File: config.mk
export PLATFORM = sky130hd
export DESIGN_NAME = cfgcmd_port
export DESIGN_NICKNAME = d
export VERILOG_FILES = /design/src/rtl/cfgcmd_pkg.sv /design/src/rtl/cfgcmd_decode.sv /design/src/rtl/cfgcmd_regs.sv /design/src/rtl/cfgcmd_seq.sv /design/src/rtl/cfgcmd_port.sv
export SDC_FILE = /design/constraint.sdc
export NUM_CORES = 1
export LEC_CHECK = 0
export ABC_AREA = 1
export ABC_CLOCK_PERIOD_IN_PS = 3100
export BUFFER_PORTS_ARGS = -buffer_cell sky130_fd_sc_hd__buf_2
export CAP_MARGIN = 20
export CORE_ASPECT_RATIO = 1.4
export CORE_MARGIN = 1.5
export CORE_UTILIZATION = 35
export DETAILED_ROUTE_END_ITERATION = 16
export PLACE_DENSITY = 0.61
export SYNTH_ARGS = -nofsm -noshare
export SYNTH_HDL_FRONTEND = slang
export SYNTH_SLANG_ARGS = --single-unit
export TNS_END_PERCENT = 50
File: constraint.sdc
create_clock -name clk -period 3.1 [get_ports clk]
set_input_delay 0.31 -clock clk [delete_from_list [all_inputs] [get_ports clk]]
set_output_delay 0.31 -clock clk [all_outputs]
set_load 0.05 [all_outputs]
File: src/rtl/cfgcmd_pkg.sv
package cfgcmd_pkg;

    localparam int STAT_W = 2;

    typedef enum logic [1:0] {
        REG_NONE = 2'd0,
        REG_DATA = 2'd1,
        REG_CTRL = 2'd2,
        REG_STAT = 2'd3
    } reg_sel_e;

    typedef enum logic [1:0] {
        CMD_SHUTDOWN = 2'd0,
        CMD_RESET    = 2'd1,
        CMD_OTHER    = 2'd2
    } cmd_kind_e;

    typedef enum logic [1:0] {
        ST_IDLE     = 2'd0,
        ST_SHUTDOWN = 2'd1,
        ST_RESET    = 2'd2
    } seq_state_e;

    localparam logic [STAT_W-1:0] STAT_DONE  = 2'b01;
    localparam logic [STAT_W-1:0] STAT_ERROR = 2'b11;

endpackage

File: src/rtl/cfgcmd_decode.sv
module cfgcmd_decode
    import cfgcmd_pkg::*;
#(
    parameter int                ADDR_W       = 12,
    parameter int                VARIANT_W    = 12,
    parameter logic [VARIANT_W-1:0] VARIANT_CODE = 12'h190,
    parameter logic [ADDR_W-1:0] OFF_DATA     = 12'h0A0,
    parameter logic [ADDR_W-1:0] OFF_CTRL     = 12'h0A4,
    parameter logic [ADDR_W-1:0] OFF_STAT     = 12'h0A8
) (
    input  logic [VARIANT_W-1:0] variant_id,
    input  logic                 bus_wr,
    input  logic                 bus_rd,
    input  logic [ADDR_W-1:0]    bus_addr,
    output reg_sel_e             sel,
    output logic                 bad
);

    localparam int NREG = 3;
    localparam logic [ADDR_W-1:0] OFFS [NREG] = '{OFF_DATA, OFF_CTRL, OFF_STAT};

    logic [NREG-1:0] hit;
    logic            present;
    logic            access;

    for (genvar g = 0; g < NREG; g++) begin : g_hit
        assign hit[g] = (bus_addr == OFFS[g]);
    end

    assign present = (variant_id == VARIANT_CODE);
    assign access  = bus_wr | bus_rd;
    assign bad     = access & (|hit) & ~present;

    always_comb begin
        sel = REG_NONE;
        if (present) begin
            if (hit[0])      sel = REG_DATA;
            else if (hit[1]) sel = REG_CTRL;
            else if (hit[2]) sel = REG_STAT;
        end
    end

endmodule

File: src/rtl/cfgcmd_regs.sv
module cfgcmd_regs
    import cfgcmd_pkg::*;
#(
    parameter int                DATA_W         = 32,
    parameter logic [DATA_W-1:0] CTRL_RSVD_MASK = 32'h000C_0000,
    parameter logic [DATA_W-1:0] CMD_SHUT_WORD  = 32'hC080_0000,
    parameter logic [DATA_W-1:0] CMD_RST_WORD   = 32'hC090_0000
) (
    input  logic              clk,
    input  logic              rst_n,
    input  reg_sel_e          sel,
    input  logic              bus_wr,
    input  logic              bus_rd,
    input  logic [DATA_W-1:0] bus_wdata,
    output logic [DATA_W-1:0] bus_rdata,
    output logic [DATA_W-1:0] data_q,
    output logic [DATA_W-1:0] ctrl_q,
    output logic [STAT_W-1:0] status_q,
    output logic              ctrl_we,
    output cmd_kind_e         cmd_kind
);

    localparam logic [DATA_W-1:0] CTRL_KEEP = ~CTRL_RSVD_MASK;

    logic [DATA_W-1:0] ctrl_masked;
    logic              data_we;
    logic              stat_we;

    assign ctrl_masked = bus_wdata & CTRL_KEEP;
    assign data_we     = bus_wr && (sel == REG_DATA);
    assign ctrl_we     = bus_wr && (sel == REG_CTRL);
    assign stat_we     = bus_wr && (sel == REG_STAT);

    always_comb begin
        if (ctrl_masked == CMD_SHUT_WORD)     cmd_kind = CMD_SHUTDOWN;
        else if (ctrl_masked == CMD_RST_WORD) cmd_kind = CMD_RESET;
        else                                  cmd_kind = CMD_OTHER;
    end

    always_ff @(posedge clk) begin
        if (!rst_n) begin
            data_q   <= '0;
            ctrl_q   <= '0;
            status_q <= '0;
        end else begin
            if (data_we) data_q <= bus_wdata;
            if (ctrl_we) begin
                ctrl_q   <= ctrl_masked;
                status_q <= (cmd_kind == CMD_OTHER) ? STAT_ERROR : STAT_DONE;
            end else if (stat_we) begin
                status_q <= bus_wdata[STAT_W-1:0];
            end
        end
    end

    always_comb begin
        bus_rdata = '0;
        if (bus_rd) begin
            unique case (sel)
                REG_DATA: bus_rdata = data_q;
                REG_CTRL: bus_rdata = ctrl_q;
                REG_STAT: bus_rdata = {{(DATA_W-STAT_W){1'b0}}, status_q};
                default:  bus_rdata = '0;
            endcase
        end
    end

endmodule

File: src/rtl/cfgcmd_seq.sv
module cfgcmd_seq
    import cfgcmd_pkg::*;
(
    input  logic      clk,
    input  logic      rst_n,
    input  logic      ctrl_we,
    input  cmd_kind_e cmd_kind,
    output logic      shutdown_req,
    output logic      reset_req
);

    seq_state_e state_q, state_d;
    logic       issue_shut;
    logic       issue_rst;

    assign issue_shut = ctrl_we && (cmd_kind == CMD_SHUTDOWN);
    assign issue_rst  = ctrl_we && (cmd_kind == CMD_RESET);

    // State register
    always_ff @(posedge clk) begin
        if (!rst_n) state_q <= ST_IDLE;
        else        state_q <= state_d;
    end

    // Transitions T_ISSUE_SHUT, T_ISSUE_RST, T_RETIRE
    always_comb begin
        state_d = ST_IDLE;
        unique case (state_q)
            ST_IDLE, ST_SHUTDOWN, ST_RESET: begin
                if (issue_shut)     state_d = ST_SHUTDOWN;
                else if (issue_rst) state_d = ST_RESET;
                else                state_d = ST_IDLE;
            end
            default: state_d = ST_IDLE;
        endcase
    end

    // Outputs
    always_comb begin
        shutdown_req = 1'b0;
        reset_req    = 1'b0;
        unique case (state_q)
            ST_SHUTDOWN: shutdown_req = 1'b1;
            ST_RESET:    reset_req    = 1'b1;
            default:     ;
        endcase
    end

endmodule

File: src/rtl/cfgcmd_port.sv
module cfgcmd_port
    import cfgcmd_pkg::*;
#(
    parameter int                   ADDR_W         = 12,
    parameter int                   DATA_W         = 32,
    parameter int                   VARIANT_W      = 12,
    parameter logic [VARIANT_W-1:0] VARIANT_CODE   = 12'h190,
    parameter logic [ADDR_W-1:0]    OFF_DATA       = 12'h0A0,
    parameter logic [ADDR_W-1:0]    OFF_CTRL       = 12'h0A4,
    parameter logic [ADDR_W-1:0]    OFF_STAT       = 12'h0A8,
    parameter logic [DATA_W-1:0]    CTRL_RSVD_MASK = 32'h000C_0000,
    parameter logic [DATA_W-1:0]    CMD_SHUT_WORD  = 32'hC080_0000,
    parameter logic [DATA_W-1:0]    CMD_RST_WORD   = 32'hC090_0000
) (
    input  logic                 clk,
    input  logic                 rst_n,
    input  logic [VARIANT_W-1:0] variant_id,
    input  logic                 bus_wr,
    input  logic                 bus_rd,
    input  logic [ADDR_W-1:0]    bus_addr,
    input  logic [DATA_W-1:0]    bus_wdata,
    output logic [DATA_W-1:0]    bus_rdata,
    output logic                 bus_bad,
    output logic                 shutdown_req,
    output logic                 reset_req
);

    reg_sel_e          sel;
    logic [DATA_W-1:0] data_q;
    logic [DATA_W-1:0] ctrl_q;
    logic [STAT_W-1:0] status_q;
    logic              ctrl_we;
    cmd_kind_e         cmd_kind;

    cfgcmd_decode #(
        .ADDR_W       (ADDR_W),
        .VARIANT_W    (VARIANT_W),
        .VARIANT_CODE (VARIANT_CODE),
        .OFF_DATA     (OFF_DATA),
        .OFF_CTRL     (OFF_CTRL),
        .OFF_STAT     (OFF_STAT)
    ) u_decode (
        .variant_id (variant_id),
        .bus_wr     (bus_wr),
        .bus_rd     (bus_rd),
        .bus_addr   (bus_addr),
        .sel        (sel),
        .bad        (bus_bad)
    );

    cfgcmd_regs #(
        .DATA_W         (DATA_W),
        .CTRL_RSVD_MASK (CTRL_RSVD_MASK),
        .CMD_SHUT_WORD  (CMD_SHUT_WORD),
        .CMD_RST_WORD   (CMD_RST_WORD)
    ) u_regs (
        .clk       (clk),
        .rst_n     (rst_n),
        .sel       (sel),
        .bus_wr    (bus_wr),
        .bus_rd    (bus_rd),
        .bus_wdata (bus_wdata),
        .bus_rdata (bus_rdata),
        .data_q    (data_q),
        .ctrl_q    (ctrl_q),
        .status_q  (status_q),
        .ctrl_we   (ctrl_we),
        .cmd_kind  (cmd_kind)
    );

    cfgcmd_seq u_seq (
        .clk          (clk),
        .rst_n        (rst_n),
        .ctrl_we      (ctrl_we),
        .cmd_kind     (cmd_kind),
        .shutdown_req (shutdown_req),
        .reset_req    (reset_req)
    );

endmodule

==> flow_summary_export.csv <==
group,metric,value,unit
clock_tree,clk_pin_slew,0.05,ns
timing,final_max_slew_viol_count,0,
yosys,synth_nets,679,
worst_setup_path,cpPeakStageDelay,0.31,ns
routing,viasPerCell,4.32,
clock_tree,worstSkewPairLatency,0.33,ns
placement,hpwlAfterDp,6520,µm
global_routing,grt_pass1_wl,15300,µm
clock_tree,post-cts-setup-buffers,0,
power_and_ir_drop,seqPwrFrac,0.432,
floorplan,dieWidth,89.5,µm
power_and_ir_drop,p_sw,0.419,mW
global_routing,grt_usage,0.179,
power_and_ir_drop,power.leakage,2.45,nW
worst_setup_path,path_class,"in2out",
routing,route.detailed.drc,0,
worst_setup_path,r2r-start,"u_regs.data_q[27]",
routing,wirelength,9400,µm
timing,finalHoldViolations,0,
yosys,yosysTopAreaCell,"dfxtp_1",
clock_tree,cts.sinks,66,
yosys,synth_area_leaders,"dfxtp_1, nand2_1, nor2_1",
final_layout,drive_above_1_share,0.184,
yosys,synth_warnings,0,
yosys,post-synth-top-count-cell,"nand2_1",
yosys,synth_area,3660,µm²
clock_tree,cts-resized-gates,0,
timing,worst_pin_slew,0.730,ns
power_and_ir_drop,p_clk_frac,0.519,
timing,setup_viol,0,
placement,port_buffers,94,
routing,wl_per_cell,11.1,µm
timing,rsz0062_at_grt,"false",
final_layout,fillers,1143,
clock_tree,cts_buffers,9,
worst_setup_path,startpoint_type,"primary input",
power_and_ir_drop,power,1.97,mW
routing,initialDrtViolationCount,148,
floorplan,die_height,124,µm
timing,finClkSkew,0.0000707,ns
floorplan,die_area,11100,µm²
global_routing,first_global_vias,3363,
worst_setup_path,crit_path_max_fanout,19,
timing,fin_setup_tns,0,ns
timing,post-route-min-period,2.59,ns
yosys,synth-edff-count,0,
yosys,synth_ff_type,"dfxtp_1",
routing,vias,3656,
yosys,ys_seq_area_frac,0.361,
power_and_ir_drop,power_density,440,nW/µm²
power_and_ir_drop,switching_share,0.213,
yosys,synthTopCellsByCount,"nand2_1, nor2_1, inv_1",
yosys,synth_top_area_frac,0.361,
timing,period_share,0.836,
status,status,"complete, no violations",
timing,timing.slew.headroom,0.514,
final_layout,nets,763,
worst_setup_path,crit_start,"bus_addr[11]",
worst_setup_path,worst-path-buf-inv,4,
worst_setup_path,cp_slowest_cell,"buf_4",
clock_tree,root_buffer,"clkbuf_16",
final_layout,area_delta_synth_final,21.9,%
clock_tree,cts.path.max_buffers,2,
routing,drt_first_pass_iters,4,
global_routing,overflow,0,
yosys,ys_async_sr_fraction,0,
global_routing,antenna_found_initial,0,
min_path,hp-start,"bus_wdata[19]",
yosys,syn_area_per_cell,5.92,µm²
placement,globalplace.congestion,0.769,
min_path,worstHoldPathType,"in2reg",
worst_setup_path,worst_path_dominant_cell_family,"simple AND/OR/NAND/NOR gates",
flow_run,drv_cap,0,
worst_setup_path,arrival,2.28,ns
power_and_ir_drop,p_comb_frac,0.050,
clock_tree,cts_tree,"built",
yosys,netlist_instances,619,
floorplan,rows,44,
worst_setup_path,worstPathRequired,2.79,ns
power_and_ir_drop,p_int,1.55,mW
yosys,synth_cell_types,27,
timing,max_freq,0.386,GHz
worst_setup_path,crit_chain,"buf_2, nor2_1, nand2_1, nor2_4, nand2_2, clkinv_1, nand3_4, nor2_4, buf_4, nand2_1, a21oi_1, buf_2",
floorplan,initial_core_util,0.356,
power_and_ir_drop,peakVddDrop,239,µV
worst_setup_path,crit_path_end_kind,"output pin",
global_routing,grt_max_degree,65,
floorplan,core_area,10300,µm²
clock_tree,htree_levels,3,
final_layout,diodes,0,
yosys,ys_ff_latch,66,
clock_tree,ctsHoldBuffers,0,
floorplan,pin_count,95,
routing,antenna_left,0,
stage by stage:
stage	util	setup slack, ns	hold slack, ns	cells	cell area, µm²
after floorplan	-	0.738	0.421	619	3660
after global placement	0.404	0.515	0.431	830	4160
after detailed placement	0.404	0.495	0.444	830	4160
after CTS	0.434	0.488	0.199	846	4460
after global routing	0.434	0.311	0.225	846	4460
final	0.434	0.508	0.207	846	4460
layout make-up:
| class | count | area [µm²] | area share |
|---|---|---|---|
| sequential | 66 | 1320 | 0.296 |
| inverter | 90 | 340 | 0.0762 |
| timing repair buffer | 100 | 515 | 0.115 |
| clock inverter | 5 | 52.6 | 0.0118 |
| tap | 138 | 173 | 0.0387 |
| multi-input combinational | 436 | 1810 | 0.405 |
| clock buffer | 11 | 253 | 0.0566 |
tightest hold or removal path: stages:
cell,delay (ns)
buf_2,0.08
nor2_1,0.03
nor2_1,0.08
power by group through the flow:
stage | Sequential (mW) | Clock, mW | Combinational [mW]
after global routing | 0.848 | 1.09 | 0.110
after CTS | 0.848 | 1.04 | 0.0988
after global placement | 0.867 | 0 | 0.0971
after detailed placement | 0.867 | 0 | 0.0984
after floorplan | 0.867 | 0 | 0.0352
final | 0.849 | 1.02 | 0.0975
registers in the layout, summed over array words and instances (netlist names):
name and cells:
u_regs.ctrl_q 30, u_regs.data_q 32, u_regs.status_q 2, u_seq.state_q 2
cells by family after synthesis:
kind of cell           Yosys count  share of synthesized area
AND/OR/NAND/NOR                404                      0.449
buffers and inverters          117                      0.145
flip-flops                      66                      0.361
AO/OA/AOI/OAI                   32                     0.0447
path summary, 6_finish.rpt:
kind / to / slack [ns] / depth (start not counted)
max: bus_rdata[20] / 0.51 / 12
min: u_regs.data_q[19] / 0.21 / 3
max reg2reg: u_regs.data_q[27] / 2.41 / 4
min reg2reg: u_regs.status_q[0] / 0.45 / 2
placed cells by master, fill, tap and decap left out, types with 2 or more instances in the layout:
cell type | netlist | final
nand4_1 | 4 | 4
nand2_1 | 216 | 216
clkinv_2 | 0 | 3
a21oi_1 | 30 | 30
inv_2 | 2 | 2
nand3_1 | 9 | 9
nand3_4 | 2 | 2
buf_2 | 7 | 94
buf_4 | 6 | 6
clkbuf_16 | 0 | 9
nor2_1 | 155 | 155
nor2_4 | 4 | 4
dfxtp_1 | 66 | 66
inv_1 | 86 | 86
and2_1 | 2 | 2
clkbuf_8 | 0 | 2
nor3_1 | 5 | 5
routing by layer:
layer | share of wire | up-vias | global-route usage
met5 | 0 | - | 0
met4 | 0.0063 | 0 | 0.0673
met3 | 0.041 | 2 | 0.0318
met2 | 0.54 | 67 | 0.324
met1 | 0.41 | 1602 | 0.206
li1 | - | 1985 | -
(Power assumes the default switching activity.)
